--- src/rtl/wbs_pkg.sv ---
package wbs_pkg;

  // Operation class codes presented at decode
  typedef enum logic [1:0] {
    OPC_INT  = 2'b00,
    OPC_FADD = 2'b01,
    OPC_FMUL = 2'b10,
    OPC_ALT  = 2'b11
  } op_class_e;

  function automatic int min3(input int a, input int b, input int c);
    int m;
    m = (a < b) ? a : b;
    return (m < c) ? m : c;
  endfunction

  function automatic int max3(input int a, input int b, input int c);
    int m;
    m = (a > b) ? a : b;
    return (m > c) ? m : c;
  endfunction

endpackage

--- src/rtl/wbs_lat_map.sv ---
module wbs_lat_map
  import wbs_pkg::*;
#(
  parameter int LAT_INT  = 3,
  parameter int LAT_FADD = 6,
  parameter int LAT_FMUL = 9,
  parameter int MIN_LAT  = 3,
  parameter int IDX_W    = 3
) (
  input  logic [1:0]       cls,
  output logic [IDX_W-1:0] slot_idx
);

  localparam logic [IDX_W-1:0] IDX_INT  = IDX_W'(LAT_INT  - MIN_LAT);
  localparam logic [IDX_W-1:0] IDX_FADD = IDX_W'(LAT_FADD - MIN_LAT);
  localparam logic [IDX_W-1:0] IDX_FMUL = IDX_W'(LAT_FMUL - MIN_LAT);

  always_comb begin
    unique case (op_class_e'(cls))
      OPC_FADD: slot_idx = IDX_FADD;
      OPC_FMUL: slot_idx = IDX_FMUL;
      default:  slot_idx = IDX_INT;   // integer and spare code
    endcase
  end

endmodule

--- src/rtl/wbs_slot_ring.sv ---
module wbs_slot_ring #(
  parameter int SPAN  = 7,
  parameter int IDX_W = 3
) (
  input  logic             clk,
  input  logic             rst_n,
  input  logic             reserve,
  input  logic [IDX_W-1:0] reserve_idx,
  output logic [SPAN-1:0]  now_vec
);

  logic [SPAN-1:0] occ_q;
  logic [SPAN-1:0] occ_d;

  // Stored vector is last cycle's view; shift aligns it to this cycle.
  assign now_vec = occ_q >> 1;

  for (genvar k = 0; k < SPAN; k++) begin : g_slot
    assign occ_d[k] = now_vec[k] | (reserve && (reserve_idx == IDX_W'(k)));
  end

  always_ff @(posedge clk) begin
    if (!rst_n) occ_q <= '0;
    else        occ_q <= occ_d;
  end

endmodule

--- src/rtl/wb_slot_sched.sv ---
module wb_slot_sched
  import wbs_pkg::*;
#(
  parameter int LAT_INT  = 3,
  parameter int LAT_FADD = 6,
  parameter int LAT_FMUL = 9
) (
  input  logic       clk,
  input  logic       rst_n,
  input  logic       dec_valid,
  input  logic [1:0] dec_class,
  output logic       dec_stall,
  output logic       dec_issue
);

  localparam int MIN_LAT = min3(LAT_INT, LAT_FADD, LAT_FMUL);
  localparam int MAX_LAT = max3(LAT_INT, LAT_FADD, LAT_FMUL);
  localparam int SPAN    = MAX_LAT - MIN_LAT + 1;
  localparam int IDX_W   = (SPAN > 1) ? $clog2(SPAN) : 1;

  logic [IDX_W-1:0] slot_idx;
  logic [SPAN-1:0]  now_vec;
  logic             slot_busy;

  wbs_lat_map #(
    .LAT_INT (LAT_INT),
    .LAT_FADD(LAT_FADD),
    .LAT_FMUL(LAT_FMUL),
    .MIN_LAT (MIN_LAT),
    .IDX_W   (IDX_W)
  ) u_map (
    .cls     (dec_class),
    .slot_idx(slot_idx)
  );

  wbs_slot_ring #(
    .SPAN (SPAN),
    .IDX_W(IDX_W)
  ) u_ring (
    .clk        (clk),
    .rst_n      (rst_n),
    .reserve    (dec_issue),
    .reserve_idx(slot_idx),
    .now_vec    (now_vec)
  );

  assign slot_busy = now_vec[slot_idx];
  assign dec_stall = rst_n && dec_valid && slot_busy;
  assign dec_issue = rst_n && dec_valid && !slot_busy;

endmodule

--- config.mk ---
export PLATFORM = sky130hd
export DESIGN_NAME = wb_slot_sched
export DESIGN_NICKNAME = d
export VERILOG_FILES = /design/src/rtl/wbs_pkg.sv /design/src/rtl/wbs_lat_map.sv /design/src/rtl/wbs_slot_ring.sv /design/src/rtl/wb_slot_sched.sv
export SDC_FILE = /design/constraint.sdc
export NUM_CORES = 1
export LEC_CHECK = 0
export CORE_AREA = 4 4 41 43
export DETAILED_ROUTE_END_ITERATION = 8
export DIE_AREA = 0 0 45 47
export GPL_TIMING_DRIVEN = 0
export PLACE_DENSITY_LB_ADDON = 0.12
export SLEW_MARGIN = 10
export SYNTH_ARGS = -nofsm -noshare
export SYNTH_HDL_FRONTEND = slang
export SYNTH_SLANG_ARGS = --single-unit
--- constraint.sdc ---
create_clock -name clk -period 2.89 [get_ports clk]
set_input_delay 0.578 -clock clk [delete_from_list [all_inputs] [get_ports clk]]
set_output_delay 0.578 -clock clk [all_outputs]
set_load 0.005 [all_outputs]
After elaboration in Yosys (flattened, before gate mapping):

Index checks and enable logic that the tools add are counted.

* logic and storage cells: 31
* input bits: 5
* flip-flop bits (word level): 7
* output and inout port bits: 2

* order comparisons: 1
* bitwise gates (word level): 6
* reduce and logical (&&, ||, !) cells: 12
* equal/unequal tests: 8
* mux-type cells: 3

Operators by type and width (number)
* logical AND 1 bit: 10
* == test 3 bit (second input constant): 3
* == test 3 x 2 -> 1 bit (second input constant): 2
* OR 1 bit: 6
* one-hot mux 3 bit (2 select lines): 1
* < comparator 3 x 4 -> 1 bit (second input constant): 1
* binary-select mux 1 bit (select 3 bit): 1
* == test 3 x 1 -> 1 bit (second input constant): 1
* zero test 3 bit: 1
* == test 2 x 1 -> 1 bit (second input constant): 1
* == test 2 bit (second input constant): 1
* zero test 1 bit: 1
* 2-to-1 mux 1 bit: 1

Logic depth before layout (Yosys ltp):

Gate-level depths: netlist of the first run.

* word-level depth: 8
* gate-level depth with buffers: 5
* depth with buffers taken out: 5

Modules after synthesis:

A second synthesis of the first run with hierarchy kept.

* cells, all modules: 37
* area, all modules: 362.8 um^2

By module, submodules not included
* wbs_slot_ring: sequential area each 120.1 um^2, instances 1, area an instance 244.0 um^2, cells each 21
* wb_slot_sched: sequential area each 0.0 um^2, instances 1, area an instance 82.6 um^2, cells each 11
* wbs_lat_map: sequential area each 0.0 um^2, instances 1, area an instance 36.3 um^2, cells each 5

Least setup slack after synthesis of the first run:

No wires, ideal clock.

* path type: input-to-output
* from: input dec_class[1]
* to: output dec_issue
* arrival: 1.856 ns
* buffers on the path: 0
* required time: 2.312 ns
* path slack: 0.456 ns
* stages: 5
* cell sequence: inv_1 > ha_1 > mux2_1 > a222oi_1 > and3_1

* word-level cells in the longest chain between the ends: 6
* elaborated cells between the ends (all ways): 7
* classes of those cells: eq/ne: 2; mux: 3; reduce/logical: 2

Ends and longest elaborated chain
* start: declaration: RTL line wb_slot_sched.sv:11 `input logic [1:0] dec_class,`
* == test 2 bit / == test 2 x 1 -> 1 bit (equally long branches): RTL line wbs_lat_map.sv:19 `unique case (op_class_e'(cls))`
* one-hot mux 3 bit (2 select lines) (*): RTL line wbs_lat_map.sv:19
* binary-select mux 1 bit (select 3 bit) (*): RTL line wb_slot_sched.sv:47 `assign slot_busy = now_vec[slot_idx];`
* 2-to-1 mux 1 bit (implied by the code) (*): RTL line wb_slot_sched.sv:47
* zero test 1 bit (*): RTL line wb_slot_sched.sv:49 `assign dec_issue = rst_n && dec_valid && !slot_busy;`
* logical AND 1 bit (*): RTL line wb_slot_sched.sv:49
* end: declaration: RTL line wb_slot_sched.sv:13 `output logic dec_issue`

Every way passes the cells marked *; elsewhere a longest branch is shown, timed or not. The select of a mux whose other input is x is not followed.

Worst setup path after layout of the first run:

* from: input dec_class[1]
* to: output dec_stall

* word-level cells in the longest chain between the ends: 5
* elaborated cells between the ends (all ways): 6
* classes of those cells: eq/ne: 2; mux: 3; reduce/logical: 1

Ends and longest elaborated chain
* == test 2 bit / == test 2 x 1 -> 1 bit (equally long branches): RTL line wbs_lat_map.sv:19
* one-hot mux 3 bit (2 select lines) (*): RTL line wbs_lat_map.sv:19
* binary-select mux 1 bit (select 3 bit) (*): RTL line wb_slot_sched.sv:47
* 2-to-1 mux 1 bit (implied by the code) (*): RTL line wb_slot_sched.sv:47
* logical AND 1 bit (*): RTL line wb_slot_sched.sv:48 `assign dec_stall = rst_n && dec_valid && slot_busy;`
* end: declaration: RTL line wb_slot_sched.sv:12 `output logic dec_stall,`

Marks and branches as above.

==> summary.txt, run 1 <==
Outcome
  – Status: completed

Critical path
  – Worst Setup End Kind: output pin
  – Buf/Inv on CP: 5
  – Crit path required time: 2310 ps
  – Crit-path cells: buf_2 -> inv_2 -> ha_4 -> mux2_4 -> a222oi_1 -> buf_4 -> buf_4 -> nor2_1 -> clkdlybuf4s15_1
  – WS Path Type: input port to output pin
  – CP peak stage delay: 420 ps
  – Worst-path maximum fanout: 5
  – Most used cell along the critical path: buf_4
  – Crit path launch type: input port
  – Top cell family by delay on the critical path: buffers and inverters
  – Worst EP arrival: about 2200 ps
  – Worst path slowest cell: a222oi_1

Clock network
  – H-tree depth: 1
  – Post-CTS Hold Buffers: 0
  – Clock latency at the later pin of the worst-skew pair: 240 ps
  – CTS tree: done
  – Root Buffer: clkbuf_4
  – Clk buf depth: 2
  – CTS clk-pin slew, worst paths: 50 ps
  – CTS Buf Count: 3
  – # clock sinks: 6

Synth
  – Syn_area_per_cell: 9.94 um^2
  – Syn Inst Count: 35
  – Sequential area share after synthesis: 0.345
  – Yosys cell types: 24
  – Synthesized flop and latch total: 6
  – Post-Syn Nets: 43
  – Area of the mapped netlist: 348 um^2
  – Ys Warns: 0

Global routing
  – GR Util All Layers: 0.0950
  – Antenna violations before repair: 0
  – Overflow after GRT: 0
  – First-pass GRT wire length: 1.38 mm
  – Largest net degree at the start of global routing: 11
  – Vias in the first global route: 343

Drt
  – Drt initial violations: 11
  – Initial DRT Pass Iterations: 4
  – Average vias per placed instance: 5.36
  – Post-DRT Antenna Nets: 0
  – WL/cell: 14.3 um
  – DRT Wirelength: 915 um
  – Via Count: 343
  – Residual DRC: 0

Power
  – P_int: 156 uW
  – Worst vdd ir: roughly 260 uV
  – Switching pwr: 52.9 uW
  – Clock share of power: 0.375
  – Sw Share: 0.253
  – Leak: 0.000220 uW
  – Flop pwr share: 0.420
  – Comb pwr share: 0.205
  – Pwr per Cell Area: approximately 420 nW/um^2

Cells and area
  – Layout cells sized above 1: 0.429
  – Number of flip-flops in the largest register: 6
  – Largest regs: u_ring.occ_q x6
  – Final Util: 0.385
  – Most flops, register: u_ring.occ_q
  – ANT cells: 0
  – Post-Layout Cell Count: 64
  – Fill count: 144
  – Fin nets: 59
  – Area Growth Syn to Fin: 43.9%
  – Multi-input combinational cell area: approximately 250 um^2
  – Flip-flop and latch area: 120 um^2

Timing
  – Period Utilization, post-route: 0.964
  – Final hold vios: 0
  – Clock period minus final worst setup slack: 2790 ps
  – Setup Skew: ~0.92 ps
  – Unrepaired setup endpoints after global routing: no
  – Worst slew margin: 0.746
  – Worst hold margin: 468 ps
  – Final setup vio count: 0
  – Final setup margin: 103 ps
  – Setup TNS: 0 ps
  – FMAX: 359 MHz
  – Worst Tran Pin Value: between 300 and 400 ps
  – Max-slew violation count: 0

Placement
  – Final Wtd Congestion: 0.707
  – IO Port Bufs: 5
  – DP Cell Count: 55
  – Place WS: -741 ps

Floorplan
  – # IOs: 7
  – Std cell rows: 13
  – Initial Util: 0.267
  – Die height: 47 um
  – Die width: 45 um
  – Core Region: 1300 um^2
  – Die ar.: 2120 um^2

Run
  – Max cap viols: 0

Worst hold path
  – Worst hold path type: flip-flop to flip-flop
-- worst reg2reg max path: stages (launching register included) --
cell and delay, ps:
dfxtp_1 310, mux2_4 270, a222oi_1 420, buf_4 180, buf_4 110, buf_4 110, and4_1 180
-- placed cells by master (no fill, tap or decap), drive strengths merged, types with 2 or more instances in the layout --
| cell type | instances |
|---|---|
| and3 | 2 |
| ha | 3 |
| nor2 | 2 |
| mux2 | 3 |
| clkbuf | 5 |
| inv | 2 |
| o21a | 2 |
| dfxtp | 6 |
| buf | 8 |
| nor2b | 2 |
-- timing repair --
item,4_1_cts,5_1_grt
gates resized for setup,10,9
cloned,0,0
pin swaps,2,2
setup endpoints to repair,2,2
buffers inserted,5,1
-- kinds of logic (layout without fill, tap and decap cells) --
logic type               count (synthesis)  in the layout  share of synthesized area
flip-flops                               6              6                      0.345
AO/OA/AOI/OAI                            8              8                      0.183
buffers and inverters                    3             17                     0.0324
multiplexers                             3              3                      0.108
AND/OR/NAND/NOR                         12             12                      0.223
adder cells (fa/ha/maj)                  3              3                      0.108
-- metal layers --
layer  vias to the layer above  global-route usage  wire [um]
met5                         -                   0          0
met4                         0              0.0409         50
met3                         7              0.0651         76
met2                        20               0.175        463
met1                       156              0.0778        325
li1                        160                   -          -
-- power groups by stage --
stage          logic, uW  registers, uW  clock network, uW
2_1_floorplan       19.9           88.7                  0
3_3_place_gp        31.0           89.0                  0
3_5_place_dp        31.4           89.3                  0
4_1_cts             39.8           87.7               81.5
5_1_grt             46.7           87.9               87.5
6_report            42.9           87.8               78.4
-- synth_stat cells, drive strengths merged --
| cell type | count | area [um^2] |
|---|---|---|
| nor2b | 2 | 12.5 |
| mux2 | 3 | 37.5 |
| dfxtp | 6 | 120 |
| a222oi | 1 | 10.0 |
| a41oi | 1 | 8.76 |
| buf | 1 | 3.75 |
| a21o | 1 | 7.51 |
| a22o | 1 | 8.76 |
| nand4b | 1 | 8.76 |
| and3 | 2 | 13.8 |
| a21oi | 1 | 5.00 |
| o21a | 2 | 15.0 |
| and2 | 1 | 6.26 |
| inv | 2 | 7.51 |
| nand2 | 1 | 3.75 |
| nor2 | 2 | 7.51 |
| nand3 | 1 | 5.00 |
| ha | 3 | 37.5 |
| and4b | 1 | 11.3 |
| a221oi | 1 | 8.76 |
| and4 | 1 | 8.76 |
-- cell type report --
type                            count  share of cell area
Buffer                              1             0.00750
Clock buffer                        3              0.0450
Inverter                            2              0.0150
Multi-Input combinational cell     26               0.495
Sequential cell                     6               0.240
Tap cell                           15              0.0375
Timing Repair Buffer               11               0.160
-- per-stage QoR --
step | power, uW | area, um^2
2_1_floorplan | 109 | 348
3_3_place_gp | 120 | 417
3_5_place_dp | 121 | 417
4_1_cts | 209 | 499
5_1_grt | 222 | 500
6_report | 209 | 500
-- worst paths after layout --
check | from | slack [ps] | depth (start not counted) | to
worst min-delay path | u_ring.occ_q[3]$_SDFF_PN0_ | 470 | 1 | u_ring.occ_q[2]$_SDFF_PN0_
worst max register to register | u_ring.occ_q[3]$_SDFF_PN0_ | 1250 | 6 | u_ring.occ_q[6]$_SDFF_PN0_
worst max-delay path | dec_class[1] | 100 | 9 | dec_stall
worst min register to register | u_ring.occ_q[3]$_SDFF_PN0_ | 470 | 1 | u_ring.occ_q[2]$_SDFF_PN0_
No activity file was read; power rests on OpenSTA's default activity.
==> inputs of run 2 (changes only) <==
==> constraint.sdc (replaced) <==
create_clock -name clk -period 3.45 [get_ports clk]
set_input_delay 0.69 -clock clk [delete_from_list [all_inputs] [get_ports clk]]
set_output_delay 0.69 -clock clk [all_outputs]
set_load 0.005 [all_outputs]
==> summary.txt, run 2 (synthesis results as in run 1) <==
Global routing
  – Largest net degree at the start of global routing: 11 (unchanged)
  – Routing usage on met3: 0.0613 (was 0.0651)
  – M1 GR Usage: 0.0778 (unchanged)
  – Overflow after GRT: 0 (unchanged)
  – Vias in the first global route: 288 (was 343)
  – First-pass GRT wire length: 1.19 mm (was 1.38 mm)
  – Antenna violations before repair: 0 (unchanged)
  – Met2 global-route usage: 0.144 (was 0.175)
  – GR peak layer: met2 (unchanged)
  – GR Util All Layers: 0.0800 (was 0.0950)

Timing
  – Setup TNS: 0 ps (unchanged)
  – Worst Tran Pin Value: 387 ps (was 381 ps)
  – Final setup margin: 136 ps (was 103 ps)
  – Setup Skew: 0.503 ps (was 0.922 ps)
  – FMAX: between 300 and 400 MHz
  – Max-slew violation count: 0 (unchanged)
  – Period Utilization, post-route: 0.961
  – Worst slew margin: 0.742 (was 0.746)
  – Unrepaired setup endpoints after global routing: no (unchanged)
  – Final hold vios: 0 (unchanged)
  – Clock period minus final worst setup slack: 3310 ps
  – Final setup vio count: 0 (unchanged)

Cells and area
  – Largest regs: u_ring.occ_q x6 (unchanged)
  – Commonest non-fill, non-tap cells in the layout: dfxtp_1, clkbuf_4, clkdlybuf4s50_1 (was buf_4, dfxtp_1, clkbuf_4)
  – Layout cells sized above 1: 0.295 (was 0.429)
  – Number of flip-flops in the largest register: 6 (unchanged)
  – Final Util: 0.358 (was 0.385)
  – Area Growth Syn to Fin: 33.8% (was 43.9%)
  – Flip-flop and latch area: 120 um^2 (unchanged)
  – Most common cell after layout, fill and taps aside: dfxtp_1
  – ANT cells: 0 (unchanged)
  – Fill count: 148 (was 144)
  – Most flops, register: u_ring.occ_q (unchanged)
  – Fin nets: 54 (was 59)
  – Multi-input combinational cell area: 241 um^2 (was 248 um^2)

Clock network
  – CTS tree: done (unchanged)
  – Clk buf depth: 2 (unchanged)
  – Post-CTS Hold Buffers: 0 (unchanged)
  – Clock latency at the later pin of the worst-skew pair: 240 ps (about the same)
  – H-tree depth: 1 (unchanged)
  – # clock sinks: 6 (unchanged)
  – CTS Buf Count: 3 (unchanged)
  – CTS clk-pin slew, worst paths: 40 ps (was 50 ps)
  – Root Buffer: clkbuf_4 (unchanged)

Floorplan
  – # IOs: 7 (unchanged)
  – Die ar.: 2120 um^2 (unchanged)
  – Std cell rows: 13 (unchanged)
  – Die height: 47 um (unchanged)
  – Initial Util: 0.267 (unchanged)
  – Core Region: 1300 um^2 (unchanged)
  – Die width: 45 um (unchanged)

Drt
  – Initial DRT Pass Iterations: 4 (unchanged)
  – DRT Wirelength: 729 um (was 915 um)
  – WL/cell: 12.4 um (was 14.3 um)
  – Post-DRT Antenna Nets: 0 (unchanged)
  – Residual DRC: 0 (unchanged)
  – Drt initial violations: 6 (was 11)
  – Via Count: 297 (was 343)
  – Average vias per placed instance: 5.03 (was 5.36)

Power
  – Worst vdd ir: 219 uV (was 263 uV)
  – Total chip power: 168 uW (was 209 uW)
  – Leak: 0.000197 uW (was 0.000220 uW)
  – Pwr per Cell Area: 362 nW/um^2 (was 418 nW/um^2)

Placement
  – Final Wtd Congestion: 0.707 (unchanged)
  – Place WS: -405 ps (was -741 ps)
  – IO Port Bufs: 5 (unchanged)

Outcome
  – Status: completed (unchanged)

Critical path
  – Worst EP arrival: 2620 ps (was 2210 ps)
  – Crit path required time: 2760 ps (was 2310 ps)
  – Crit path launch type: input port (unchanged)
  – WS Path Type: input port to output pin (unchanged)
  – Worst Setup End Kind: output pin (unchanged)
  – Worst-path maximum fanout: 7 (was 5)

Worst hold path
  – Worst hold path type: flip-flop to flip-flop (unchanged)

Run
  – Max cap viols: 0 (unchanged)
run 2: cell types whose count changed in the layout (fill, tap and decap cells not counted), sizes merged:
cell / change
buf: -6
clkbuf: -1
clkdlybuf4s15: -1
clkdlybuf4s50: +2
dlygate4sd2: +1
run 2: what timing repair did:
item / 4_1_cts / 5_1_grt
buffers inserted: 1 / 0
gates cloned: 0 / 0
setup endpoints to repair: 2 / 2
pin swaps: 1 / 2
resized for setup: 5 / 4
run 2: worst max-delay path, stage by stage:
cell             delay, ps
dlygate4sd2_1          270
ha_4                   200
mux2_2                 350
a222oi_1               400
and3_1                 220
clkdlybuf4s50_1        500
run 2: layout make-up:
type	instances	share of cell area
clock buffers	3	0.0484
repair buffers	6	0.110
well taps	15	0.0403
flip-flops and latches	6	0.258
plain buffers	1	0.00806
multi-input cells	26	0.519
inverters	2	0.0161
run 2: path summary, 6_finish.rpt:
kind              depth (start not counted)  slack, ps                         end                  startpoint
setup / recovery                          6        140                   dec_issue                dec_class[0]
hold / removal                            1        470  u_ring.occ_q[2]$_SDFF_PN0_  u_ring.occ_q[3]$_SDFF_PN0_
setup reg to reg                          4       2010  u_ring.occ_q[6]$_SDFF_PN0_  u_ring.occ_q[3]$_SDFF_PN0_
hold reg to reg                           1        470  u_ring.occ_q[2]$_SDFF_PN0_  u_ring.occ_q[3]$_SDFF_PN0_
run 2: layer usage:
metal / part of all wire / vias up / wire length (um)
li1: - / 151 / -
met1: 0.43 / 140 / 314
met2: 0.51 / 6 / 370
met3: 0.060 / 0 / 44
met4: 0 / 0 / 0
met5: 0 / - / 0
run 2: per-stage QoR:
stage               cells  hold slack (ps)  area [um^2]
global placement       55              455          417
detailed placement     55              456          417
finish                 59              467          465
floorplan              35              431          348
CTS                    59              470          469
global route           59              488          465
run 2: report_power, final:
| group | internal [uW] | total (uW) | switching (uW) |
|---|---|---|---|
| clock | 39.3 | 64.5 | 25.2 |
| combinational | 16.0 | 30.4 | 14.4 |
| sequential | 72.2 | 73.5 | 1.28 |
| total | 128 | 168 | 40.8 |
==> inputs of run 3 (changes only) <==
--- a/config.mk
+++ b/config.mk
@@ -9,7 +9,7 @@
 export DETAILED_ROUTE_END_ITERATION = 8
 export DIE_AREA = 0 0 45 47
 export GPL_TIMING_DRIVEN = 0
-export PLACE_DENSITY_LB_ADDON = 0.12
+export PLACE_DENSITY = 0.52
 export SLEW_MARGIN = 10
 export SYNTH_ARGS = -nofsm -noshare
 export SYNTH_HDL_FRONTEND = slang
==> summary.txt, run 3 (synthesis results as in run 1) <==
Power
  – Switching pwr: 44.4 uW (was 40.8 uW)
  – Comb pwr share: 0.194 (was 0.181)
  – Sw Share: 0.255 (was 0.242)
  – P_int: 130 uW (was 128 uW)
  – Flop pwr share: 0.422 (was 0.436)
  – Worst vdd ir: 139 uV (was 219 uV)
  – Pwr per Cell Area: 355 nW/um^2 (was 362 nW/um^2)
  – Leak: 0.000225 uW (was 0.000197 uW)
  – Clock share of power: 0.385 (was 0.383)

Cells and area
  – Layout cells sized above 1: 0.340 (was 0.295)
  – Most flops, register: u_ring.occ_q (unchanged)
  – Most common cell after layout, fill and taps aside: dfxtp_1 (unchanged)
  – Fill count: 129 (was 148)
  – Fin area: 490 um^2 (was 465 um^2)
  – Largest regs: u_ring.occ_q x6 (unchanged)
  – Post-Layout Cell Count: 62 (was 59)
  – Fin nets: 57 (was 54)
  – Number of flip-flops in the largest register: 6 (unchanged)
  – Commonest non-fill, non-tap cells in the layout: dfxtp_1, buf_4, clkbuf_4 (was dfxtp_1, clkbuf_4, clkdlybuf4s50_1)
  – ANT cells: 0 (unchanged)
  – Area Growth Syn to Fin: 41.0% (was 33.8%)

Clock network
  – CTS clk-pin slew, worst paths: 40 ps (about the same)
  – CTS tree: done (unchanged)
  – H-tree depth: 1 (unchanged)
  – Root Buffer: clkbuf_4 (unchanged)
  – Clk buf depth: 2 (unchanged)
  – CTS Buf Count: 3 (unchanged)
  – Post-CTS Hold Buffers: 0 (unchanged)
  – Clock latency at the later pin of the worst-skew pair: 250 ps (was 240 ps)
  – # clock sinks: 6 (unchanged)

Outcome
  – Status: completed (unchanged)

Critical path
  – Most used cell along the critical path: buf_4
  – Worst Setup End Kind: output pin (unchanged)
  – Buf/Inv on CP: 4 (was 2)
  – Top cell family by delay on the critical path: buffers and inverters (unchanged)
  – WS Path Type: input port to output pin (unchanged)
  – Crit-path cells: dlygate4sd2_1 -> ha_4 -> mux2_2 -> a222oi_1 -> buf_4 -> buf_4 -> nor2_1 -> clkdlybuf4s50_1 (was dlygate4sd2_1 -> ha_4 -> mux2_2 -> a222oi_1 -> and3_1 -> clkdlybuf4s50_1)
  – Worst-path maximum fanout: 6 (was 7)
  – Crit path launch type: input port (unchanged)
  – Crit path required time: 2760 ps (about the same)
  – Worst EP arrival: 2560 ps (was 2620 ps)
  – CP peak stage delay: 430 ps (was 500 ps)
  – Worst path slowest cell: clkdlybuf4s50_1 (unchanged)

Drt
  – Initial DRT Pass Iterations: 4 (unchanged)
  – Drt initial violations: 7 (was 6)
  – Average vias per placed instance: 5.32 (was 5.03)
  – DRT Wirelength: 848 um (was 729 um)
  – WL/cell: 13.7 um (was 12.4 um)
  – Residual DRC: 0 (unchanged)
  – Post-DRT Antenna Nets: 0 (unchanged)
  – Via Count: 330 (was 297)

Placement
  – Hpwl dp: 592 um
  – DP Cell Count: 55 (unchanged)
  – Cell Area, Placed: 417 um^2 (unchanged)
  – Final Wtd Congestion: 0.791 (was 0.707)
  – IO Port Bufs: 5 (unchanged)

Timing
  – Final hold vios: 0 (unchanged)
  – Clock period minus final worst setup slack: 3250 ps (was 3310 ps)
  – Worst hold margin: 459 ps (was 467 ps)
  – Final setup vio count: 0 (unchanged)
  – Worst slew margin: 0.760 (was 0.742)
  – Period Utilization, post-route: 0.943 (was 0.961)
  – Setup Skew: 0.536 ps (was 0.503 ps)
  – Worst Tran Pin Value: 360 ps (was 387 ps)
  – Max-slew violation count: 0 (unchanged)
  – FMAX: 307 MHz (was 302 MHz)
  – Unrepaired setup endpoints after global routing: no (unchanged)

Global routing
  – Routing usage on met3: 0.0307 (was 0.0613)
  – Antenna violations before repair: 0 (unchanged)
  – Vias in the first global route: 319 (was 288)
  – GR peak layer: met2 (unchanged)
  – M1 GR Usage: 0.0911 (was 0.0778)
  – Overflow after GRT: 0 (unchanged)
  – GR Util All Layers: 0.0996 (was 0.0800)
  – Met2 global-route usage: 0.164 (was 0.144)
  – Largest net degree at the start of global routing: 11 (unchanged)
  – First-pass GRT wire length: 1.43 mm (was 1.19 mm)

Run
  – Max cap viols: 0 (unchanged)

Floorplan
  – # IOs: 7 (unchanged)
  – Die width: 45 um (unchanged)
  – Std cell rows: 13 (unchanged)
  – Die height: 47 um (unchanged)
  – Die ar.: 2120 um^2 (unchanged)
  – Initial Util: 0.267 (unchanged)
  – Core Region: 1300 um^2 (unchanged)

Worst hold path
  – Worst hold path type: flip-flop to flip-flop (unchanged)
run 3: cell types whose count changed in the layout (fill, tap and decap cells not counted):
cell,change
dlymetal6s2s_1,+1
buf_4,+3
clkdlybuf4s50_1,-1
run 3: worst reg2reg max path: stages, from the launching register on:
cell and delay, ps:
dfxtp_1 310, mux2_4 280, a222oi_1 330, buf_4 170, buf_4 120, and4_1 180
run 3: layout make-up:
type | count | area, um^2 | area share
repair buffers | 9 | 76.3 | 0.156
multi-input cells | 26 | 241 | 0.492
inverters | 2 | 7.51 | 0.0153
well taps | 15 | 18.8 | 0.0383
clock buffers | 3 | 22.5 | 0.0459
flip-flops and latches | 6 | 120 | 0.245
plain buffers | 1 | 3.75 | 0.00765
run 3: layer usage:
metal / up-vias / part of all wire
li1: 158 / -
met1: 153 / 0.39
met2: 12 / 0.47
met3: 7 / 0.067
met4: 0 / 0.072
met5: - / 0
run 3: path summary, 6_finish.rpt:
check                             start                          to  slack, ps  depth (start not counted)
max                        dec_class[0]                   dec_stall        200                          8
min          u_ring.occ_q[2]$_SDFF_PN0_  u_ring.occ_q[1]$_SDFF_PN0_        460                          1
max reg2reg  u_ring.occ_q[3]$_SDFF_PN0_  u_ring.occ_q[6]$_SDFF_PN0_       2010                          5
min reg2reg  u_ring.occ_q[2]$_SDFF_PN0_  u_ring.occ_q[1]$_SDFF_PN0_        460                          1
run 3: power groups by stage:
stage / combinational, uW / sequential, uW / clock (uW)
2_1_floorplan: 16.6 / 74.3 / 0
3_3_place_gp: 25.7 / 74.6 / 0
3_5_place_dp: 27.0 / 74.7 / 0
4_1_cts: 32.5 / 73.4 / 66.8
5_1_grt: 37.1 / 73.6 / 68.9
6_report: 33.7 / 73.4 / 67.0
run 3: per-stage QoR:
| stage | worst slack [ps] | TNS (ps) | utilization | total power, uW |
|---|---|---|---|---|
| 5_1_grt | 84.5 | 0 | 0.377 | 180 |
| 2_1_floorplan | 792 | 0 | - | 90.9 |
| 4_1_cts | 14.4 | 0 | 0.372 | 173 |
| 3_3_place_gp | -372 | -582 | 0.320 | 100 |
| 3_5_place_dp | -523 | -889 | 0.320 | 102 |
| 6_report | 196 | 0 | 0.377 | 174 |
run 3: what timing repair did:
item / CTS / global route
setup endpoints to repair: 2 / 2
pin swaps: 2 / 1
buffers inserted: 3 / 1
gates resized for setup: 5 / 5
